$ cat config.mk
export PLATFORM = sky130hd
export DESIGN_NAME = dec_decade
export DESIGN_NICKNAME = d
export VERILOG_FILES = /design/src/rtl/dec_decade_pkg.sv /design/src/rtl/dec_stage.sv /design/src/rtl/dec_steer.sv /design/src/rtl/dec_weigh.sv /design/src/rtl/dec_decade.sv
export SDC_FILE = /design/constraint.sdc
export NUM_CORES = 1
export LEC_CHECK = 0
export BUFFER_PORTS_ARGS = -buffer_cell sky130_fd_sc_hd__buf_4
export CORE_AREA = 2 2 39 41
export DETAILED_ROUTE_END_ITERATION = 8
export DIE_AREA = 0 0 41 43
export MAX_ROUTING_LAYER = met4
export PLACE_DENSITY = 0.66
export SLEW_MARGIN = 20
export SYNTH_ARGS = -nofsm -noshare
export SYNTH_HDL_FRONTEND = slang
export SYNTH_HIERARCHICAL = 1
export SYNTH_SLANG_ARGS = --single-unit
$ cat constraint.sdc
create_clock -name clk -period 6.4 [get_ports clk]
set_input_delay 0.32 -clock clk [delete_from_list [all_inputs] [get_ports clk]]
set_output_delay 0.32 -clock clk [all_outputs]
set_load 0.02 [all_outputs]
$ cat src/rtl/dec_decade_pkg.sv
package dec_decade_pkg;
    localparam int NSTG = 4;
    localparam int DW   = 4;
    localparam int MODULUS = 10;

    typedef logic [NSTG-1:0] code_t;
    typedef logic [DW-1:0]   digit_t;

    // bit 0 = A, bit 1 = B, bit 2 = C, bit 3 = D
    localparam digit_t WEIGHT [NSTG] = '{4'd1, 4'd2, 4'd2, 4'd4};

    function automatic digit_t weigh(code_t c);
        digit_t s;
        s = '0;
        for (int i = 0; i < NSTG; i++) begin
            if (c[i]) s = s + WEIGHT[i];
        end
        return s;
    endfunction

    function automatic code_t encode(digit_t v);
        case (v)
            4'd0:    return 4'b0000;
            4'd1:    return 4'b0001;
            4'd2:    return 4'b0010;
            4'd3:    return 4'b0011;
            4'd4:    return 4'b1000;
            4'd5:    return 4'b1001;
            4'd6:    return 4'b1010;
            4'd7:    return 4'b1101;
            4'd8:    return 4'b1110;
            4'd9:    return 4'b1111;
            default: return 4'b0000;
        endcase
    endfunction

    function automatic logic is_legal(code_t c);
        return encode(weigh(c)) == c;
    endfunction

    typedef struct packed {
        logic carry;
    } top_state_t;
endpackage

$ cat src/rtl/dec_stage.sv
module dec_stage (
    input  logic clk,
    input  logic rst_n,
    input  logic adv,
    input  logic tog,
    input  logic ld,
    input  logic ld_val,
    output logic q
);
    logic q_d, q_q;

    always_comb begin
        q_d = q_q;
        if (ld)
            q_d = ld_val;
        else if (adv && tog)
            q_d = ~q_q;
    end

    always_ff @(posedge clk or negedge rst_n) begin
        if (!rst_n) q_q <= 1'b0;
        else        q_q <= q_d;
    end

    assign q = q_q;
endmodule

$ cat src/rtl/dec_steer.sv
module dec_steer
    import dec_decade_pkg::*;
(
    input  code_t cur,
    output code_t tog,
    output logic  wrap
);
    digit_t sum, nxt_val;
    code_t  nxt;

    always_comb begin
        sum     = weigh(cur);
        wrap    = (sum == digit_t'(MODULUS - 1));
        nxt_val = wrap ? '0 : sum + 4'd1;
        nxt     = encode(nxt_val);
        tog     = cur ^ nxt;
    end
endmodule

$ cat src/rtl/dec_weigh.sv
module dec_weigh
    import dec_decade_pkg::*;
(
    input  code_t  cur,
    output digit_t val
);
    always_comb val = weigh(cur);
endmodule

$ cat src/rtl/dec_decade.sv
module dec_decade
    import dec_decade_pkg::*;
(
    input  logic       clk,
    input  logic       rst_n,
    input  logic       cnt_en,
    input  logic       ld_en,
    input  logic [3:0] ld_code,
    output logic [3:0] code,
    output logic [3:0] digit,
    output logic       carry
);
    code_t      stg_q;
    code_t      tog;
    logic       wrap;
    logic       adv;
    top_state_t st_d, st_q;

    assign adv = cnt_en && !ld_en;

    dec_steer i_steer (.cur(stg_q), .tog(tog), .wrap(wrap));

    for (genvar g = 0; g < NSTG; g++) begin : g_stage
        dec_stage i_stage (
            .clk   (clk),
            .rst_n (rst_n),
            .adv   (adv),
            .tog   (tog[g]),
            .ld    (ld_en),
            .ld_val(ld_code[g]),
            .q     (stg_q[g])
        );
    end

    dec_weigh i_weigh (.cur(stg_q), .val(digit));

    always_comb begin
        st_d.carry = adv && wrap;
    end

    always_ff @(posedge clk or negedge rst_n) begin
        if (!rst_n) st_q <= '0;
        else        st_q <= st_d;
    end

    assign code  = stg_q;
    assign carry = st_q.carry;
endmodule

==> impl_results.md <==
- Post-route ant nets: 0
- Setup CP Type: flop to flop
- Total GRT Usage: 15.5%
- RD Place Congestion: 0.800
- Port bufs: 16
- Die Wd: 41 um
- DP HPWL: 874 um
- Cell Rows: 14
- CP Max Fanout: 6
- Worst Reg2Reg Path Length in Cells: 10
- Final Util: 51.8%
- Max-cap violations: 0
- Area Overhead vs Synth: 30.8%
- Area leader, netlist: dfrtp_1
- Ports: 17
- Via count: 475
- Setup-failing EPs final: 0
- Synth top area cells: dfrtp_1, ha_1, and4bb_1
- VDD IR-drop max: 0.104 mV
- Sequential-to-total area share from yosys stat: 22.8%
- Layout cells sized above 1: 28.0%
- # fillers: 141
- Skew final: 3.29 ps
- Drt pass-1 iters: 3
- Htree depth: 1
- Leakage: 0.000408 uW
- Seq cells post-synth: 5
- Root buf cell: clkbuf_4
- Post-CTS Resized: 0
- Required time of the critical path: 6520 ps
- Clock transition at path regs: 40 ps
- Die area: 1760 sq um
- Gr ovfl total: 0
- Worst slew margin: 70.4%
- Worst skew pair latency: 240 ps
- Synthesized instance count: 55
- Power Dens Cells: 286 nW/um^2
- R2r setup slk: 3950 ps
- Final min period: 2450 ps
- Placed inst area: 681 sq um
- Critical path endpoint category: flop
- Netlist cell types: 19
- Vias in the first global route: 443
- Vias per std cell: 5.22
- NumNets Final: 92
- Mapped Nets: 71
- Final Max Tran Viols: 0
- DRC violations left: 0
- Final Cycle Share: 38.3%
- Sink Count: 5
- Worst Tran Pin Value: 443 ps
- EDFF count, synth: 0
- Outcome: complete, no violations
- Top FF cell, synth: dfrtp_1
- Total CTS buffers: 3
- Pre-CTS WS: 3960 ps
- RSZ-0062 raised after global routing: no
- Starting Density: 39.6%
- Fin worst setup slack: 3950 ps
- Synthesis Warnings: 6
- Worst Hold End: g_stage[3].i_stage/q
- WL final: 1.11 mm
- Ant. Diodes: 0
- Crit start category: flop
- Worst hold stages: 2
- Hold_sp: ld_code[3]
- RR Endpoint: g_stage[1].i_stage/q
- Initial antenna violation count: 0
- CTS tree: yes
- Register Area: 125 sq um
- Synthesized area: 548 sq um
- Design area: 717 sq um
- Maximum clock rate: 408 MHz
- Largest net degree at the start of global routing: 15
- Setup TNS: 0 ps
- Multi-input logic area: 397 sq um
- Fin. Hold Viols: 0
- Synth cell count leaders: ha_1, nand2_1, dfrtp_1, inv_1
- Core ar.: 1380 sq um
- Chip Height: 43 um
- First-pass GRT wire length: 1.77 mm
- Worst Hold Class: primary input to flop
- Clk buf depth: 2
- WP data arrival: 2570 ps
- Synth top area share: 22.8%
- Most instantiated library cell after synthesis: ha_1
- Syn avg cell area: 9.96 sq um
- DRT iter0 DRCs: 8
- Routed WL per cell: 12.2 um
- Buffer count from post-CTS setup fixing: 0
- Worst reg2reg path startpoint: g_stage[1].i_stage/q
- FFs w/ async S/R, synth: 100%
-- critical path: stages, from the launching register on --
cell     delay, ps
dfrtp_1        430
ha_1           400
inv_1           80
ha_1           210
nand2_1        130
inv_1           70
a211o_1        280
mux2i_1        170
xor2_1         190
nand2_1         70
a221o_1        290
-- sequential cells by signal (all words and copies together) (netlist names) --
name / cells
g_stage.i_stage/q: 4
carry: 1
-- how the worst max path moves through the flow --
stage	startpoint	endpoint	slack (ps)	cells past startpoint
CTS	g_stage[1].i_stage/q	g_stage[1].i_stage/q	3950	10
finish	g_stage[1].i_stage/q	g_stage[1].i_stage/q	3950	10
global route	g_stage[1].i_stage/q	g_stage[1].i_stage/q	3770	10
floorplan	g_stage[1].i_stage/q	g_stage[3].i_stage/q	4030	9
detailed placement	g_stage[1].i_stage/q	g_stage[1].i_stage/q	3960	10
global placement	g_stage[1].i_stage/q	g_stage[1].i_stage/q	4000	10
-- per-layer routing --
metal  wire (um)  vias to the layer above  track usage (%)
met1         462                      222             15.2
met4           8                        0             12.0
met5           0                        -                -
met2         579                       12             25.6
met3          57                        2             1.57
li1            -                      239                -
-- report_power, final --
part	total, uW	leakage [uW]	switching (uW)	internal [uW]
Sequential	44.8	0.0000625	8.44	36.3
Combinational	125	0.000330	66.8	58.3
Clock	35.2	0.0000150	11.7	23.5
Total	205	0.000408	86.9	118
-- through the flow --
stage	hold WS [ps]	power, uW	cells
after floorplan	24.4	136	55
after global placement	124	167	86
after detailed placement	125	170	86
after CTS	305	207	91
after global routing	304	226	91
final	312	205	91
-- placed cells by master, fill, tap and decap left out, drive strengths merged --
cell         instances
ha                   8
clkbuf               4
o21a                 2
dlygate4sd3          1
mux2i                3
and3b                1
xor2                 4
a211o                1
a221o                4
nand3                3
nand2b               1
mux2                 1
and4bb               4
nand2                6
buf                 16
o311ai               1
inv                  5
nor2b                1
dfrtp                5
and2b                4
-- layout make-up --
| cell class | instances | area share [%] |
|---|---|---|
| multi-input cells | 44 | 55.3 |
| repair buffers | 17 | 18.2 |
| clock buffers | 4 | 3.66 |
| flip-flops and latches | 5 | 17.5 |
| inverters | 5 | 2.62 |
| well taps | 16 | 2.79 |
-- cells by family after synthesis --
family          share of synthesized area [%]
compound gates                           13.2
mux                                      8.22
fa+ha+maj                                18.3
buf+inv                                  4.80
flops                                    22.8
simple gates                             26.3
xor+xnor                                 6.39
-- what timing repair did --
item | 4_1_cts | 5_1_grt
hold buffers | 1 | 0
endpoints found under the setup margin | 0 | 0
endpoints found under the hold margin | 5 | 0
Note: power is estimated with default switching activity, not from simulation.
